<file path="src/rtl/spi_wm_pkg.sv">
package spi_wm_pkg;
  typedef enum logic [2:0] {
    ST_IDLE,
    ST_SETUP,
    ST_XFER,
    ST_TAIL,
    ST_GAP,
    ST_HELD
  } spi_state_e;
endpackage

</file>
<file path="src/rtl/spi_wm_fifo.sv">
module spi_wm_fifo #(
  parameter int W     = 8,
  parameter int DEPTH = 8,
  parameter int AW    = (DEPTH > 1) ? $clog2(DEPTH) : 1,
  parameter int CW    = $clog2(DEPTH + 1)
) (
  input  logic          clk,
  input  logic          rst_n,
  input  logic          push,
  input  logic [W-1:0]  din,
  input  logic          pop,
  output logic [W-1:0]  dout,
  output logic [CW-1:0] count,
  output logic          full,
  output logic          empty
);
  logic [W-1:0]  mem [DEPTH];
  logic [AW-1:0] wp, rp;
  logic          do_push, do_pop;

  assign full    = (count == CW'(DEPTH));
  assign empty   = (count == '0);
  assign do_push = push && !full;
  assign do_pop  = pop && !empty;
  assign dout    = mem[rp];

  function automatic logic [AW-1:0] bump(input logic [AW-1:0] p);
    return (p == AW'(DEPTH - 1)) ? '0 : p + 1'b1;
  endfunction

  always_ff @(posedge clk or negedge rst_n) begin
    if (!rst_n) begin
      wp    <= '0;
      rp    <= '0;
      count <= '0;
    end else begin
      if (do_push) wp <= bump(wp);
      if (do_pop)  rp <= bump(rp);
      case ({do_push, do_pop})
        2'b10:   count <= count + 1'b1;
        2'b01:   count <= count - 1'b1;
        default: count <= count;
      endcase
    end
  end

  always_ff @(posedge clk) begin
    if (do_push) mem[wp] <= din;
  end
endmodule

</file>
<file path="src/rtl/spi_wm_engine.sv">
module spi_wm_engine
  import spi_wm_pkg::*;
#(
  parameter int DW   = 8,
  parameter int DIVW = 12,
  parameter int DLYW = 8,
  parameter int LENW = $clog2(DW + 1)
) (
  input  logic            clk,
  input  logic            rst_n,
  input  logic [DIVW-1:0] cfg_div,
  input  logic            cfg_cpha,
  input  logic            cfg_lsb_first,
  input  logic            cfg_cs_hold,
  input  logic [LENW-1:0] len,
  input  logic [DLYW-1:0] cfg_cs_lead,
  input  logic [DLYW-1:0] cfg_cs_trail,
  input  logic [DLYW-1:0] cfg_gap,
  input  logic            tx_avail,
  input  logic [DW-1:0]   tx_word,
  input  logic            rx_room,
  output logic            tx_pop,
  output logic            rx_push,
  output logic [DW-1:0]   rx_word,
  output logic            sck_act,
  output logic            cs_n,
  output logic            mosi,
  input  logic            miso
);
  localparam int REMW = ((DLYW > LENW) ? DLYW : LENW) + 1;

  spi_state_e      st;
  logic [REMW-1:0] rem;
  logic [DIVW-1:0] hc;
  logic [DW-1:0]   tx_sh, rx_sh, rx_next, load_w;
  logic            tick, lead, smp, chg, start;

  function automatic logic [DW-1:0] rev(input logic [DW-1:0] v);
    logic [DW-1:0] r;
    for (int i = 0; i < DW; i++) r[i] = v[DW-1-i];
    return r;
  endfunction

  assign tick    = (hc == cfg_div);
  assign lead    = ~rem[0];
  assign smp     = (st == ST_XFER) && tick && (lead != cfg_cpha);
  assign chg     = (st == ST_XFER) && tick && (lead == cfg_cpha);
  assign start   = ((st == ST_IDLE) || (st == ST_HELD)) && tx_avail && rx_room;
  assign tx_pop  = start;
  assign load_w  = cfg_lsb_first ? rev(tx_word) : (tx_word << (LENW'(DW) - len));
  assign rx_next = smp ? {rx_sh[DW-2:0], miso} : rx_sh;
  assign rx_word = cfg_lsb_first ? (rev(rx_next) >> (LENW'(DW) - len))
                                 : (rx_next & ~({DW{1'b1}} << len));
  assign rx_push = (st == ST_XFER) && tick && (rem == REMW'(1));

  always_ff @(posedge clk or negedge rst_n) begin
    if (!rst_n) begin
      st      <= ST_IDLE;
      rem     <= '0;
      hc      <= '0;
      tx_sh   <= '0;
      rx_sh   <= '0;
      sck_act <= 1'b0;
      cs_n    <= 1'b1;
      mosi    <= 1'b0;
    end else begin
      hc <= tick ? '0 : hc + 1'b1;
      if (start) begin
        if (cfg_cpha) begin
          tx_sh <= load_w;
        end else begin
          tx_sh <= load_w << 1;
          mosi  <= load_w[DW-1];
        end
        hc <= '0;
      end
      case (st)
        ST_IDLE: if (start) begin
          cs_n <= 1'b0;
          st   <= ST_SETUP;
          rem  <= REMW'({cfg_cs_lead, 1'b0});
        end
        ST_SETUP: if (rem == '0) begin
          st  <= ST_XFER;
          rem <= REMW'({len, 1'b0});
          hc  <= '0;
        end else if (tick) rem <= rem - 1'b1;
        ST_XFER: if (tick) begin
          sck_act <= ~sck_act;
          rx_sh   <= rx_next;
          if (chg) begin
            mosi  <= tx_sh[DW-1];
            tx_sh <= tx_sh << 1;
          end
          rem <= rem - 1'b1;
          if (rem == REMW'(1)) begin
            hc <= '0;
            if (cfg_cs_hold) begin
              st  <= ST_GAP;
              rem <= REMW'({cfg_gap, 1'b0});
            end else begin
              st  <= ST_TAIL;
              rem <= REMW'({cfg_cs_trail, 1'b0});
            end
          end
        end
        ST_TAIL: if (cfg_cs_hold) begin
          st <= ST_HELD;
        end else if (rem == '0) begin
          cs_n <= 1'b1;
          st   <= ST_GAP;
          rem  <= REMW'({cfg_gap, 1'b0});
          hc   <= '0;
        end else if (tick) rem <= rem - 1'b1;
        ST_GAP: if (rem == '0) begin
          st <= cs_n ? ST_IDLE : ST_HELD;
        end else if (tick) rem <= rem - 1'b1;
        ST_HELD: if (start) begin
          st  <= ST_XFER;
          rem <= REMW'({len, 1'b0});
        end else if (!cfg_cs_hold) begin
          st  <= ST_TAIL;
          rem <= REMW'({cfg_cs_trail, 1'b0});
          hc  <= '0;
        end
        default: st <= ST_IDLE;
      endcase
    end
  end
endmodule

</file>
<file path="src/rtl/spi_wm_master.sv">
module spi_wm_master #(
  parameter int DW    = 8,
  parameter int DEPTH = 8,
  parameter int DIVW  = 12,
  parameter int DLYW  = 8,
  parameter int LENW  = $clog2(DW + 1),
  parameter int CW    = $clog2(DEPTH + 1)
) (
  input  logic            clk,
  input  logic            rst_n,
  input  logic [DIVW-1:0] cfg_div,
  input  logic            cfg_cpol,
  input  logic            cfg_cpha,
  input  logic            cfg_cs_hold,
  input  logic            cfg_lsb_first,
  input  logic [LENW-1:0] cfg_len,
  input  logic [DLYW-1:0] cfg_cs_lead,
  input  logic [DLYW-1:0] cfg_cs_trail,
  input  logic [DLYW-1:0] cfg_gap,
  input  logic [CW-1:0]   cfg_tx_mark,
  input  logic [CW-1:0]   cfg_rx_mark,
  input  logic            cfg_tx_irq_en,
  input  logic            cfg_rx_irq_en,
  input  logic            tx_valid,
  output logic            tx_ready,
  input  logic [DW-1:0]   tx_data,
  output logic            rx_valid,
  input  logic            rx_ready,
  output logic [DW-1:0]   rx_data,
  output logic            tx_full,
  output logic            rx_empty,
  output logic            tx_level_pend,
  output logic            rx_level_pend,
  output logic            irq,
  output logic            spi_sck,
  output logic            spi_cs_n,
  output logic            spi_mosi,
  input  logic            spi_miso
);
  logic [CW-1:0]   tx_cnt, rx_cnt;
  logic            tx_empty, rx_full, tx_pop, rx_push, sck_act;
  logic [DW-1:0]   tx_word, rx_word;
  logic [LENW-1:0] len_eff;

  assign len_eff = ((cfg_len == '0) || (cfg_len > LENW'(DW))) ? LENW'(DW) : cfg_len;

  spi_wm_fifo #(.W(DW), .DEPTH(DEPTH)) u_txq (
    .clk(clk), .rst_n(rst_n), .push(tx_valid), .din(tx_data), .pop(tx_pop),
    .dout(tx_word), .count(tx_cnt), .full(tx_full), .empty(tx_empty)
  );

  spi_wm_fifo #(.W(DW), .DEPTH(DEPTH)) u_rxq (
    .clk(clk), .rst_n(rst_n), .push(rx_push), .din(rx_word), .pop(rx_ready),
    .dout(rx_data), .count(rx_cnt), .full(rx_full), .empty(rx_empty)
  );

  spi_wm_engine #(.DW(DW), .DIVW(DIVW), .DLYW(DLYW), .LENW(LENW)) u_eng (
    .clk(clk), .rst_n(rst_n), .cfg_div(cfg_div), .cfg_cpha(cfg_cpha),
    .cfg_lsb_first(cfg_lsb_first), .cfg_cs_hold(cfg_cs_hold), .len(len_eff),
    .cfg_cs_lead(cfg_cs_lead), .cfg_cs_trail(cfg_cs_trail), .cfg_gap(cfg_gap),
    .tx_avail(!tx_empty), .tx_word(tx_word), .rx_room(!rx_full),
    .tx_pop(tx_pop), .rx_push(rx_push), .rx_word(rx_word),
    .sck_act(sck_act), .cs_n(spi_cs_n), .mosi(spi_mosi), .miso(spi_miso)
  );

  assign tx_ready      = !tx_full;
  assign rx_valid      = !rx_empty;
  assign spi_sck       = sck_act ^ cfg_cpol;
  assign tx_level_pend = (tx_cnt < cfg_tx_mark);
  assign rx_level_pend = (rx_cnt > cfg_rx_mark);
  assign irq = (tx_level_pend && cfg_tx_irq_en) || (rx_level_pend && cfg_rx_irq_en);
endmodule

</file>
<file path="config.mk">
export PLATFORM = sky130hd
export DESIGN_NAME = spi_wm_master
export DESIGN_NICKNAME = d
export VERILOG_FILES = /design/src/rtl/spi_wm_pkg.sv /design/src/rtl/spi_wm_fifo.sv /design/src/rtl/spi_wm_engine.sv /design/src/rtl/spi_wm_master.sv
export SDC_FILE = /design/constraint.sdc
export NUM_CORES = 1
export LEC_CHECK = 0
export ABC_AREA = 1
export CORE_AREA = 10 10 173 175
export CTS_BUF_LIST = sky130_fd_sc_hd__clkbuf_16
export CTS_CLUSTER_SIZE = 30
export DETAILED_ROUTE_END_ITERATION = 10
export DIE_AREA = 0 0 183 185
export DONT_BUFFER_PORTS = 1
export GPL_TIMING_DRIVEN = 0
export PLACE_DENSITY_LB_ADDON = 0.15
export SLEW_MARGIN = 30
export SYNTH_ARGS = -nofsm -noshare
export SYNTH_HDL_FRONTEND = slang
export SYNTH_HIERARCHICAL = 1
export SYNTH_SLANG_ARGS = --single-unit
</file>
<file path="constraint.sdc">
create_clock -name clk -period 3 [get_ports clk]
set_input_delay 0 -clock clk [delete_from_list [all_inputs] [get_ports clk]]
set_output_delay 0 -clock clk [all_outputs]
set_load 0.05 [all_outputs]
</file>
== Word level (Yosys, flattened, before mapping) ==
Memories as Yosys holds them, arrays and structs flattened.
Index checks and enable logic that the tools add are counted.

* $add $sub $neg: 11
* $lt $le $gt $ge: 3
* Equal/unequal tests: 29
* Shift operators: 3
* Muxes and demuxes: 61
* Bitwise operators: 5
* Reductions and logical operators: 32

{| class="wikitable"
|+ Operators by type and width
! kind !! number
|-
| two-way mux 9 bit || 11
|-
| two-way mux 12 bit || 8
|-
| two-way mux 8 bit || 8
|-
| one-hot mux 9 bit (6 select lines) || 1
|-
| one-hot mux 12 bit (4 select lines) || 1
|-
| two-way mux 3 bit || 15
|-
| equality test 3 bit (second input constant) || 6
|-
| one-hot mux 3 bit (6 select lines) || 1
|-
| one-hot mux 4 bit (2 select lines) || 2
|-
| adder 12 x 1 -> 12 bit (second input constant) || 1
|-
| adder 3 x 1 -> 3 bit (second input constant) || 4
|-
| equality test 12 bit || 1
|-
| logical AND 1 bit || 12
|-
| zero test 4 bit || 3
|-
| two-way mux 1 bit || 12
|-
| equality test 9 x 1 -> 1 bit (second input constant) || 1
|-
| zero test 9 bit || 1
|-
| subtractor 9 x 1 -> 9 bit (second input constant) || 1
|-
| adder 4 x 1 -> 4 bit (second input constant) || 2
|-
| bitwise AND 8 bit || 1
|-
| equality test 4 bit (second input constant) || 2
|-
| inequality test 2 x 1 -> 1 bit (second input constant) || 4
|-
| inequality test 2 bit (second input constant) || 4
|-
| NOT 8 bit || 1
|-
| other kinds (29) || 41
|}

* Register bits after elaboration: 63
* Memory bits (writable): 128
* Bits of input ports: 67
* Output and inout bits: 18
* Logic and storage cells: 160
* Memories kept: 2

{| class="wikitable"
|+ Memory list
! memory !! words !! width !! rd ports !! clocked after Yosys merged registers in !! write ports !! RTL line !! text
|-
| u_rxq.mem || 8 || 8 || 1 || 0 || 1 || spi_wm_fifo.sv:17 || <nowiki>logic [W-1:0] mem [DEPTH];</nowiki>
|-
| u_txq.mem || 8 || 8 || 1 || 0 || 1 || spi_wm_fifo.sv:17 ||
|}

== Depth between registers and ports, before layout ==
Gate-level depths: netlist of the first run.

* Depth in word-level cells: 11
* Gate-level depth with buffers: 21
* Depth with buffers taken out: 19

== Modules after synthesis ==
The synthesis of the first run kept the hierarchy.

{| class="wikitable"
|+ Modules (own cells, without submodules)
! module !! instances !! cells an instance !! area each (um^2) !! sequential area each (um^2)
|-
| spi_wm_engine || 1 || 647 || 4,007.6 || 1,077.3
|-
| spi_wm_fifo (u_rxq) || 1 || 365 || 3,432.0 || 2,172.1
|-
| spi_wm_fifo (u_txq) || 1 || 364 || 3,432.0 || 2,172.1
|-
| spi_wm_master || 1 || 53 || 292.8 || 0.0
|}

== Worst setup path after synthesis of the first run ==
OpenSTA, ideal clock, no wires.

* Path type: register to register
* Start: register u_eng.hc[2]
* End: register u_rxq.count[3]
* Library setup time: 117 ps
* Data arrival time: 2,775 ps
* Required time: 2,883 ps
* Setup slack: 107 ps
* Stages on the path, launching flop included: 18
* Path buffers: 2
* Clock period less this slack: 2,893 ps
* Cell sequence: dfrtp_1 xnor2_1 nand2_1 nor2_1 inv_1 nor2_4 buf_2 nand2_1 nor2_1 nand2_2 buf_4 ha_1 ha_1 or2_2 nand2_1 nand2_1 nand3_1 nand2_1

* Word-level cells in the longest chain between the ends: 6
* Elaborated cells between the ends (all ways): 8
* Those cells by class: eq/ne: 3; mux: 1; reduce/logical: 4

{| class="wikitable"
|+ RTL lines
! item !! RTL line !! text
|-
| start: declaration || spi_wm_engine.sv:34 || <nowiki>logic [DIVW-1:0] hc;</nowiki>
|-
| start signal: assignment || spi_wm_engine.sv:67 || <nowiki>hc <= tick ? '0 : hc + 1'b1;</nowiki>
|-
| equality test 12 bit (*) || spi_wm_engine.sv:44 || <nowiki>assign tick = (hc == cfg_div);</nowiki>
|-
| logical AND 1 bit (*) (2 in series) || spi_wm_engine.sv:54 || <nowiki>assign rx_push = (st == ST_XFER) && tick && (rem == REMW'(1));</nowiki>
|-
| net rx_push || spi_wm_master.sv:41 || <nowiki>logic tx_empty, rx_full, tx_pop, rx_push, sck_act;</nowiki>
|-
| logical AND 1 bit (*) || spi_wm_fifo.sv:23 || <nowiki>assign do_push = push && !full;</nowiki>
|-
| equality test 2 x 1 -> 1 bit or equality test 2 bit (tied branches) || spi_wm_fifo.sv:39 || <nowiki>case ({do_push, do_pop})</nowiki>
|-
| one-hot mux 4 bit (2 select lines) or nonzero test 2 bit (tied branches) || -- ||
|-
| end signal: assignment || spi_wm_fifo.sv:40 || <nowiki>2'b10: count <= count + 1'b1;</nowiki>
|-
| end signal: assignment || spi_wm_fifo.sv:41 || <nowiki>2'b01: count <= count - 1'b1;</nowiki>
|-
| end signal: assignment || spi_wm_fifo.sv:42 || <nowiki>default: count <= count;</nowiki>
|-
| end: declaration || spi_wm_fifo.sv:13 || <nowiki>output logic [CW-1:0] count,</nowiki>
|}

Mark *: on every way through the listed nets, which the timed path passes. The rest lies on a longest branch.
A chain may end at the register's enable or synchronous reset.

== Final worst setup path of the first run ==
* Start: register u_eng.hc[7]
* End: register u_rxq.count[3]

Same word-level chain as after synthesis.

==> results.json, run 1 <==
{
  "outcome": "finished clean",
  "synth_sequential_area_ratio_pct": 48.6,
  "multi_input_area_sq_um": 4850,
  "fp.dieW_um": 183,
  "worst_path_largest_cell_delay_ns": 0.44,
  "timing.fmax_mhz": 350,
  "cell_breakdown_of_the_critical_path": "xnor2_1, nand2_1, nor2_4, inv_1, nor2_4, buf_6, nand2_2, nor2_4, nand2_2, buf_6, ha_2, ha_1, or2_2, nand2_1, nand2_1, nand3_1, nand2_1",
  "core_area_sq_um": 26600,
  "totalWireLength_mm": 29.1,
  "timing_worst_setup_path_type": "reg2reg",
  "maxSlewHeadroom_pct": 42.2,
  "hold_critical_path_depth": 5,
  "antennaDiodeCount": 0,
  "grt_start_max_net_pins": 64,
  "post_synth.cell_area_avg_sq_um": 7.81,
  "grt_use_total_pct": 17.5,
  "grt_setup_unrepaired": "true",
  "initial_utilization_pct": 42.0,
  "drive_gt1_share_pct": 9.65,
  "cts.clk_slew.worst_paths_ns": 0.09,
  "yosysMostFrequentCell": "sky130_fd_sc_hd__nand2_1",
  "p_sw_mw": 2.44,
  "synthToLayoutAreaGrowth_pct": 14.1,
  "combPwrFrac_pct": 20.4,
  "global_route.overflow_total": 0,
  "yosys-top-cells-area": "sky130_fd_sc_hd__edfxtp_1 34%, sky130_fd_sc_hd__nand2_1 16%, sky130_fd_sc_hd__dfrtp_1 14%, sky130_fd_sc_hd__nor2_1 6.9%, sky130_fd_sc_hd__inv_1 6.5%",
  "wl_met2_mm": 14.3,
  "synth-edff-count": 128,
  "first_iter_violations": 671,
  "cts_tree": "done",
  "synth_top_flop_cell": "sky130_fd_sc_hd__edfxtp_1",
  "worst_ir_drop_vdd_mv": 0.373,
  "synth_nets": 1526,
  "slew_violations": 0,
  "syn_inst": 1429,
  "route.top_layer_used": "met4",
  "final-seq-area_sq_um": 5430,
  "max_cap_violations": 0,
  "yosys_register_bits": 191,
  "detailroute.via_count": 9117,
  "synth_top_cells_by_count": "475 x sky130_fd_sc_hd__nand2_1, 205 x sky130_fd_sc_hd__nor2_1, 192 x sky130_fd_sc_hd__inv_1",
  "power.switching_fraction_pct": 33.8,
  "drc_markers": 0,
  "design.portCount": 85,
  "grt_pass1_wl_mm": 46.8,
  "yosysWarnings": 6,
  "drt-vias-per-instance": 4.97,
  "cts_inserted_buffers": 17,
  "yosys.area.top_type_share_pct": 34.4,
  "wl_met3_mm": 1.00,
  "hold_violations": 0,
  "mappedNetlistArea_sq_um": 11200,
  "powerDensity_nw_per_um2": 566,
  "place.detailed.hpwl_mm": 21.2,
  "nNetsFinal": 1577,
  "synth_async_sr_flop_share_pct": 33.0,
  "detail_route.wl_per_cell_um": 15.9,
  "max-clock-path-buffers": 2,
  "worst_hold_path_type": "in2reg",
  "rows": 60,
  "critical_path.max_fanout": 10,
  "worst_path_max_delay_cell": "sky130_fd_sc_hd__dfrtp_2",
  "die_height_um": 185,
  "clock-skew-final_ns": 0.0159,
  "placed_cells": 1770,
  "htree_num_levels": 4,
  "place.port_buffers": 0,
  "routabilityCongestion": 0.904,
  "pwr-share-seq_pct": 45.8,
  "initial_antenna_violation_count": 0,
  "cp.required_ns": 3.33,
  "vias_in_the_first_global_route": 8805,
  "cellLeakagePower_nw": 5.85,
  "synthDistinctLibCells": 51,
  "crit_path_frequent_cell": "sky130_fd_sc_hd__nand2_1",
  "worst-endpoint-arrival_ns": 3.19,
  "startpoint_type": "register",
  "internal_power_mw": 4.78,
  "wirelength_met1_mm": 13.4,
  "drtAntennaViolNets": 0,
  "worst_skew_pair.late_latency_ns": 0.44,
  "crit_path_end_kind": "register",
  "yosysTopAreaCell": "sky130_fd_sc_hd__edfxtp_1",
  "finalSetupViolations": 0,
  "nFillCells": 2679,
  "finalNonFillerCells": 1834,
  "reg2reg_depth": 17,
  "count_of_tritonroute_iterations_in_the_first_routing_pass": 5,
  "cts_num_sinks": 191,
  "root_buffer_cell": "sky130_fd_sc_hd__clkbuf_16",
  "layout_worst_path_cycle_share_pct": 95.3,
  "timing.final.crit_period_ns": 2.86,
  "setup_total_negative_slack_ns": 0,
  "clock_power_share_pct": 33.8,
  "worst_slew_pin_slew_ns": 0.863,
  "die-area_sq_um": 33900
}
[critical path: cells and delay by family (launching register included)]
family                   cells  cell delay [ns]
AND/OR/NAND/NOR             11             1.32
flip-flops                   1             0.44
XOR/XNOR                     1             0.14
buffers and inverters        3             0.35
adder cells (fa/ha/maj)      2             0.51
[metal layers]
layer / vias up / GRT usage [%]
met5: - / 0
met4: 0 / 4.92
met3: 24 / 2.72
met2: 175 / 29.7
met1: 4270 / 22.6
li1: 4648 / -
[worst paths after layout]
path / startpoint / end / slack [ns]
worst min register to register: u_eng/tx_sh[0]$_DFF_PN0_ / u_eng/tx_sh[1]$_DFF_PN0_ / 0.50
max in group asynchronous: rst_n / u_eng/cs_n$_DFFE_PN1P_ / 2.54
worst max-delay path: u_eng/hc[7]$_DFF_PN0_ / u_rxq/count[3]$_DFFE_PN0P_ / 0.14
min in group asynchronous: rst_n / u_txq/count[1]$_DFFE_PN0P_ / 0.09
worst min-delay path: cfg_cs_hold / u_eng/rem[1]$_DFFE_PN0P_ / 0.05
worst max register to register: u_eng/hc[7]$_DFF_PN0_ / u_rxq/count[3]$_DFFE_PN0P_ / 0.14
[state kept, by name, summed over array words and instances (netlist names)]
signal         count
u_rxq/mem         64
u_txq/mem         64
u_eng/hc          12
u_eng/rem          9
u_eng/rx_sh        8
u_eng/tx_sh        8
u_rxq/count        4
u_txq/count        4
u_eng/st           3
u_rxq/rp           3
u_rxq/wp           3
u_txq/rp           3
u_txq/wp           3
u_eng/cs_n         1
u_eng/mosi         1
u_eng/sck_act      1
[placed cells by master (no fill, tap or decap), types with 4 or more instances in the layout]
master and instances:
sky130_fd_sc_hd__nand2_1 473, sky130_fd_sc_hd__nor2_1 201, sky130_fd_sc_hd__inv_1 189, sky130_fd_sc_hd__edfxtp_1 128, sky130_fd_sc_hd__nand3_1 71, sky130_fd_sc_hd__o21ai_0 64, sky130_fd_sc_hd__dfrtp_1 56, sky130_fd_sc_hd__dlygate4sd3_1 29
sky130_fd_sc_hd__ha_1 26, sky130_fd_sc_hd__o211ai_1 19, sky130_fd_sc_hd__clkbuf_16 17, sky130_fd_sc_hd__nor3_2 16, sky130_fd_sc_hd__buf_4 15, sky130_fd_sc_hd__xor2_1 14, sky130_fd_sc_hd__inv_2 12, sky130_fd_sc_hd__a21oi_1 12
sky130_fd_sc_hd__buf_6 10, sky130_fd_sc_hd__xnor2_1 10, sky130_fd_sc_hd__buf_2 9, sky130_fd_sc_hd__nand2_2 8, sky130_fd_sc_hd__o22ai_1 8, sky130_fd_sc_hd__nor2_2 7, sky130_fd_sc_hd__clkbuf_1 7, sky130_fd_sc_hd__clkinv_8 6
sky130_fd_sc_hd__a41oi_1 6, sky130_fd_sc_hd__nand4_1 6, sky130_fd_sc_hd__dfrtp_2 6, sky130_fd_sc_hd__nor2_4 5, sky130_fd_sc_hd__nor3_1 5, sky130_fd_sc_hd__nand3_2 4, sky130_fd_sc_hd__o21ai_1 4
[through the flow]
step | setup WS (ns) | power [mW] | hold slack, ns | utilization, % | instance area (sq um)
floorplan | 0.107 | 4.36 | -0.296 | - | 11200
global route | -0.0707 | 7.65 | 0.0676 | 47.9 | 12700
detailed placement | -0.791 | 4.72 | -0.291 | 43.9 | 11700
CTS | 0.0116 | 7.25 | 0.0226 | 47.7 | 12700
global placement | -0.949 | 4.66 | -0.292 | 43.6 | 11600
finish | 0.142 | 7.21 | 0.0507 | 47.9 | 12700
[cells by family after synthesis]
kind of cell,Yosys count,synth area share (%)
buffers and inverters,243,9.26
xor gates and xnor gates,25,1.96
adders and majority gates,30,3.50
DFF,191,48.6
and+or+nand+nor,807,29.4
AOI/OAI and AO/OA,133,7.33
[power groups by stage]
stage                     registers [mW]  logic, mW  clock network [mW]
after floorplan                     3.30       1.07                   0
after global placement              3.34       1.32                   0
after detailed placement            3.35       1.37                   0
after CTS                           3.30       1.46                2.49
after global routing                3.35       1.68                2.62
final                               3.31       1.47                2.44
[what timing repair did]
action / in CTS / in global routing
pin swaps: 3 / 2
hold endpoints to repair: 150 / 0
setup buffers: 3 / 1
setup endpoints to repair: 76 / 39
gates resized for setup: 11 / 19
hold buffers: 30 / 0
[layout make-up]
class                           instances  share of cell area [%]
Multi-Input combinational cell        995                    38.1
Inverter                              203                    6.03
Clock inverter                         15                    1.71
Timing Repair Buffer                   34                    2.73
Clock buffer                           17                    3.34
Sequential cell                       191                    42.6
Buffer                                 38                    2.12
Tap cell                              341                    3.35
(Power assumes the default switching activity.)
==> run 2, diff against run 1 <==
Clock period 3 ns to 2.5 ns, I/O delays scaled along.
==> run 2 against run 1 <==
Against the previous run:
- hold slack got worse by 0.023 ns
- clock power is 11% higher
- count of clock-buffer cells in the layout did not move
- highest routed layer unchanged
- global-route usage shrank 0.34 points
- the run now ends with negative setup slack left
- sequential share of layout area down 2.4 points
- fmax rose by 11%
- worst setup slack lost 0.22 ns
- largest power group unchanged
- total power up 19%
- first-iteration DRC count fell by 17%
- critical endpoint is now u_rxq/mem[6][2]$_DFFE_PP_
- die area unchanged
==> results.json, run 2 (synthesized netlist as in run 1, its figures left out) <==
{
  "die-area_sq_um": 33900,
  "root_buffer_cell": "sky130_fd_sc_hd__clkbuf_16",
  "core_area_sq_um": 26600,
  "die_height_um": 185,
  "cts_num_sinks": 191,
  "grt_pass1_wl_mm": 46.1,
  "rows": 60,
  "multi_input_area_sq_um": 5100,
  "pwr-share-seq_pct": 45.7,
  "powerDensity_nw_per_um2": 636,
  "drtAntennaViolNets": 0,
  "place.port_buffers": 0,
  "drive_gt1_share_pct": 14.3,
  "worst_ir_drop_vdd_mv": 0.405,
  "startpoint_type": "register",
  "placement.setup.worst_slack_ns": -0.623,
  "final_common_cell": "sky130_fd_sc_hd__nand2_1",
  "min-delay-start": "cfg_cs_trail[5]",
  "design.portCount": 85,
  "max-clock-path-buffers": 2,
  "routabilityCongestion": 0.915,
  "cts.clk_slew.worst_paths_ns": 0.08,
  "timing_worst_setup_path_type": "reg2reg",
  "fp.dieW_um": 183,
  "worst_skew_pair.late_latency_ns": 0.44,
  "layout_worst_path_cycle_share_pct": 103,
  "placed_cells": 1771,
  "top_regs": "u_rxq/mem (64), u_txq/mem (64), u_eng/hc (12)",
  "internal_power_mw": 5.85,
  "grt_start_max_net_pins": 64,
  "outcome": "finished, violations left",
  "maxSlewHeadroom_pct": 31.3,
  "final_util_pct": 50.9,
  "timing.hold.ws_ns": 0.0274,
  "worst-endpoint-arrival_ns": 2.73,
  "timing.final.crit_period_ns": 2.58,
  "critPathLaunch": "u_eng/hc[4]$_DFF_PN0_",
  "grt_setup_unrepaired": "true",
  "timing.final.ws_setup_ns": -0.0795,
  "global_route.overflow_total": 0,
  "totalWireLength_mm": 29.3,
  "critical_path.max_fanout": 8,
  "rr_startpoint": "u_eng/hc[4]$_DFF_PN0_",
  "crit_path_end_kind": "register",
  "most-common-layout-cells": "460 x sky130_fd_sc_hd__nand2_1, 200 x sky130_fd_sc_hd__nor2_1, 185 x sky130_fd_sc_hd__inv_1",
  "initial_antenna_violation_count": 1,
  "place.detailed.hpwl_mm": 20.6,
  "cts_inserted_buffers": 17,
  "cellLeakagePower_nw": 6.22,
  "slew_violations": 0,
  "cts_tree": "done",
  "finalSetupViolations": 43,
  "nFillCells": 2556,
  "first_iter_violations": 558,
  "detailroute.via_count": 9268,
  "max_cap_violations": 0,
  "hold_violations": 0,
  "nNetsFinal": 1630,
  "clock_power_share_pct": 31.5,
  "htree_num_levels": 4,
  "cp.required_ns": 2.65,
  "drc_markers": 0,
  "violations_in_the_final_reports": "negative setup slack",
  "worst_hold_path_type": "in2reg",
  "drt-vias-per-instance": 4.91,
  "detail_route.wl_per_cell_um": 15.5,
  "setup_total_negative_slack_ns": -2.16,
  "count_of_tritonroute_iterations_in_the_first_routing_pass": 6,
  "timing.fmax_mhz": 388,
  "worst_slew_pin_slew_ns": 1.03,
  "final-seq-area_sq_um": 5430,
  "p_sw_mw": 2.76,
  "finalNonFillerCells": 1888,
  "combPwrFrac_pct": 22.8,
  "power.switching_fraction_pct": 32.0,
  "vias_in_the_first_global_route": 8912,
  "synthToLayoutAreaGrowth_pct": 21.1,
  "clock-skew-final_ns": 0.0133,
  "initial_utilization_pct": 42.0,
  "grt_use_total_pct": 17.2
}
==> run 2: cell type report <==
class	instances	share of cell area, %
flip-flops and latches	191	40.2
multi-input cells	995	37.7
well taps	341	3.16
diodes	1	0.0185
inverters	203	5.67
clock buffers	17	3.15
clock inverters	15	1.16
repair buffers	85	6.70
plain buffers	40	2.26
==> run 2: path summary, 6_finish.rpt <==
path	endpoint	slack, ns	cells past startpoint
max	u_rxq/mem[6][2]$_DFFE_PP_	-0.08	15
max reg2reg	u_rxq/mem[6][2]$_DFFE_PP_	-0.08	15
min	u_eng/rem[6]$_DFFE_PN0P_	0.03	5
min in group asynchronous	u_eng/hc[6]$_DFF_PN0_	0.13	2
min reg2reg	u_eng/sck_act$_DFFE_PN0P_	0.49	1
max in group asynchronous	u_eng/cs_n$_DFFE_PN1P_	2.02	2
==> run 2: per-layer routing <==
layer	GRT usage (%)	vias to the layer above	routed length, um	share of wire [%]
li1	-	4766	-	-
met1	21.5	4264	12900	44
met2	29.6	210	14600	50
met3	2.98	28	1350	4.6
met4	5.05	0	435	1.5
met5	0	-	0	0
==> run 2: metrics by stage <==
stage	cell area [sq um]	power, mW
global placement	11600	5.60
global route	13500	9.12
detailed placement	11700	5.67
finish	13500	8.61
floorplan	11200	5.25
CTS	13100	8.62
==> run 2: worst max-delay path, stage by stage (launching register included) <==
cell                        delay [ns]
sky130_fd_sc_hd__dfrtp_2          0.44
sky130_fd_sc_hd__inv_2            0.08
sky130_fd_sc_hd__nand2_1          0.05
sky130_fd_sc_hd__nand2_1          0.06
sky130_fd_sc_hd__nand2_1          0.07
sky130_fd_sc_hd__nor2_2           0.13
sky130_fd_sc_hd__nand2_2          0.10
sky130_fd_sc_hd__nor2_4           0.18
sky130_fd_sc_hd__buf_6            0.13
sky130_fd_sc_hd__nand2_4          0.05
sky130_fd_sc_hd__nor2_4           0.17
sky130_fd_sc_hd__nand2_4          0.08
sky130_fd_sc_hd__buf_4            0.14
sky130_fd_sc_hd__bufbuf_16        0.27
sky130_fd_sc_hd__nor3_4           0.20
sky130_fd_sc_hd__buf_12           0.15
==> run 2: timing repair <==
item | in CTS | in global routing
setup buffers | 29 | 18
resized for setup | 46 | 51
gates cloned | 1 | 1
hold endpoints to repair | 150 | 1
pin swaps | 15 | 27
endpoints found under the setup margin | 114 | 150
hold buffers | 34 | 1
==> run 2: power groups by stage <==
stage / combinational, mW / clock [mW] / sequential, mW
3_3_place_gp: 1.58 / 0 / 4.02
6_report: 1.96 / 2.71 / 3.93
2_1_floorplan: 1.30 / 0 / 3.96
5_1_grt: 2.24 / 2.90 / 3.97
3_5_place_dp: 1.64 / 0 / 4.03
4_1_cts: 1.91 / 2.78 / 3.93
==> run 3, diff against run 2 <==
Settings changed: SKIP_CTS_REPAIR_TIMING set to 1, SLEW_MARGIN 30 to not set.
==> run 3 against run 2 <==
Against the previous run:
- fmax down 0.19%
- largest cell class unchanged
- clock skew up 0.0043 ns
- critical path type unchanged
- final cell count down 0.58%
- combinational power down 6%
- first-iteration DRC count up 8.2%
- sequential share of layout area up 0.88 points
- critical endpoint is now u_rxq/count[3]$_DFFE_PN0P_
- the run ends with negative hold slack, negative setup slack left
==> results.json, run 3 (synthesized netlist as in run 1, its figures left out) <==
{
  "outcome": "finished, violations left",
  "violations_in_the_final_reports": "negative hold slack, negative setup slack",
  "grt_use_total_pct": 16.5,
  "crit_path_end_kind": "register",
  "cp.required_ns": 2.83,
  "die-area_sq_um": 33900,
  "timing_worst_setup_path_type": "reg2reg",
  "finalNonFillerCells": 1877,
  "drc_markers": 0,
  "root_buffer_cell": "sky130_fd_sc_hd__clkbuf_16",
  "timing.critical_path.max_delay_family": "simple AND/OR/NAND/NOR gates",
  "detail_route.wl_per_cell_um": 15.1,
  "worstPathBufferInverterCount": 2,
  "cts_num_sinks": 191,
  "worst-endpoint-arrival_ns": 2.91,
  "grt_setup_unrepaired": "true",
  "max_cap_violations": 0,
  "first_iter_violations": 604,
  "initial_utilization_pct": 42.0,
  "power.total_mw": 8.51,
  "vias_in_the_first_global_route": 8420,
  "fp.dieW_um": 183,
  "maxSlewHeadroom_pct": 13.3,
  "max-clock-path-buffers": 2,
  "worst_hold_path_type": "in2reg",
  "nNetsFinal": 1619,
  "worst_skew_pair.late_latency_ns": 0.44,
  "cts_inserted_buffers": 17,
  "setup_total_negative_slack_ns": -0.368,
  "rows": 60,
  "worst_slew_pin_slew_ns": 1.29,
  "cellLeakagePower_nw": 6.11,
  "worst_path_max_delay_cell": "sky130_fd_sc_hd__dfrtp_2",
  "count_of_tritonroute_iterations_in_the_first_routing_pass": 6,
  "drt-vias-per-instance": 4.88,
  "grt_start_max_net_pins": 64,
  "timing.final.crit_period_ns": 2.58,
  "drive_gt1_share_pct": 13.0,
  "global_route.overflow_total": 0,
  "timing.fmax_mhz": 387,
  "critical_path.max_fanout": 6,
  "core_area_sq_um": 26600,
  "drtAntennaViolNets": 0,
  "totalWireLength_mm": 28.4,
  "hold_violations": 1,
  "routabilityCongestion": 0.915,
  "worst_ir_drop_vdd_mv": 0.405,
  "placed_cells": 1770,
  "die_height_um": 185,
  "final_common_cell": "sky130_fd_sc_hd__nand2_1",
  "most-common-layout-cells": "463 x sky130_fd_sc_hd__nand2_1, 200 x sky130_fd_sc_hd__nor2_1, 186 x sky130_fd_sc_hd__inv_1",
  "place.port_buffers": 0,
  "startpoint_type": "register",
  "detailroute.via_count": 9162,
  "top_regs": "u_rxq/mem (64), u_txq/mem (64), u_eng/hc (12)",
  "grt_pass1_wl_mm": 44.3,
  "initial_antenna_violation_count": 0,
  "worst_path_largest_cell_delay_ns": 0.43,
  "design.portCount": 85,
  "clock-skew-final_ns": 0.0176,
  "layout_worst_path_cycle_share_pct": 103,
  "cts_tree": "done",
  "synthToLayoutAreaGrowth_pct": 18.6,
  "htree_num_levels": 4,
  "powerDensity_nw_per_um2": 643,
  "timing.final.ws_setup_ns": -0.0845,
  "place.detailed.hpwl_mm": 20.5,
  "cts.clk_slew.worst_paths_ns": 0.08,
  "cell_breakdown_of_the_critical_path": "xnor2_2, nand2_1, nor2_4, inv_2, nor2_4, buf_6, nand2_4, nor2_4, nand2_8, ha_4, ha_4, or2_4, nand2_2, nand2_1, nand3_1, nand2_1",
  "timing.hold.ws_ns": -0.00538,
  "finalSetupViolations": 12,
  "slew_violations": 0
}
run 3: changes by cell type in the layout (fill, tap and decap cells not counted), moves of 3 or more:
cell and delta:
sky130_fd_sc_hd__nor3_1 +7, sky130_fd_sc_hd__inv_2 -3, sky130_fd_sc_hd__nand3_2 -3, sky130_fd_sc_hd__dlygate4sd3_1 -3
sky130_fd_sc_hd__nand2_1 +3, sky130_fd_sc_hd__nand3_1 +3, sky130_fd_sc_hd__buf_6 -3, sky130_fd_sc_hd__buf_12 -6
sky130_fd_sc_hd__nor3_2 -5, sky130_fd_sc_hd__o21ai_0 +3, sky130_fd_sc_hd__nand2_4 -5
run 3: worst paths after layout:
check | start | to | slack (ns) | cells past startpoint
worst max-delay path | u_eng/hc[7]$_DFF_PN0_ | u_rxq/count[3]$_DFFE_PN0P_ | -0.08 | 16
worst min-delay path | cfg_cs_trail[4] | u_eng/rem[5]$_DFFE_PN0P_ | -0.005 | 6
worst max register to register | u_eng/hc[7]$_DFF_PN0_ | u_rxq/count[3]$_DFFE_PN0P_ | -0.08 | 16
worst min register to register | u_eng/sck_act$_DFFE_PN0P_ | u_eng/sck_act$_DFFE_PN0P_ | 0.49 | 1
max in group asynchronous | rst_n | u_eng/cs_n$_DFFE_PN1P_ | 2.06 | 2
min in group asynchronous | rst_n | u_txq/wp[0]$_DFFE_PN0P_ | 0.07 | 2
run 3: layout make-up:
cell class	count	area (sq um)
well taps	341	427
repair buffers	74	723
inverters	203	772
multi-input cells	996	5020
fillers	2614	13300
clock inverters	15	153
diodes	1	2.50
clock buffers	17	425
flip-flops and latches	191	5440
plain buffers	39	284
run 3: per-layer routing:
layer | global-route usage [%] | part of all wire (%)
met5 | 0 | 0
met4 | 4.36 | 1.3
met3 | 3.23 | 3.8
met2 | 28.3 | 49
met1 | 20.8 | 46
run 3: worst reg2reg max path, delay by kind of cell, from the launching register on:
family / cells / cell delay (ns)
buf+inv: 2 / 0.20
xor+xnor: 1 / 0.15
flops: 1 / 0.43
fa+ha+maj: 2 / 0.42
simple gates: 11 / 1.28
run 3: per-stage QoR:
stage | instance area [sq um] | utilization [%] | hold WS, ns | setup WS, ns
5_1_grt | 13200 | 49.8 | 0.0272 | -0.248
2_1_floorplan | 11200 | - | -0.296 | -0.0302
3_5_place_dp | 11600 | 43.8 | -0.291 | -1.02
6_report | 13200 | 49.8 | -0.00538 | -0.0845
4_1_cts | 12200 | 46.0 | -0.764 | -1.05
3_3_place_gp | 11600 | 43.8 | -0.291 | -0.991
run 3: power breakdown:
group	total (mW)	internal, mW	leakage [nW]	switching [mW]
Combinational	1.84	0.680	3.93	1.16
Clock	2.70	1.41	0.284	1.29
Sequential	3.97	3.72	1.90	0.245
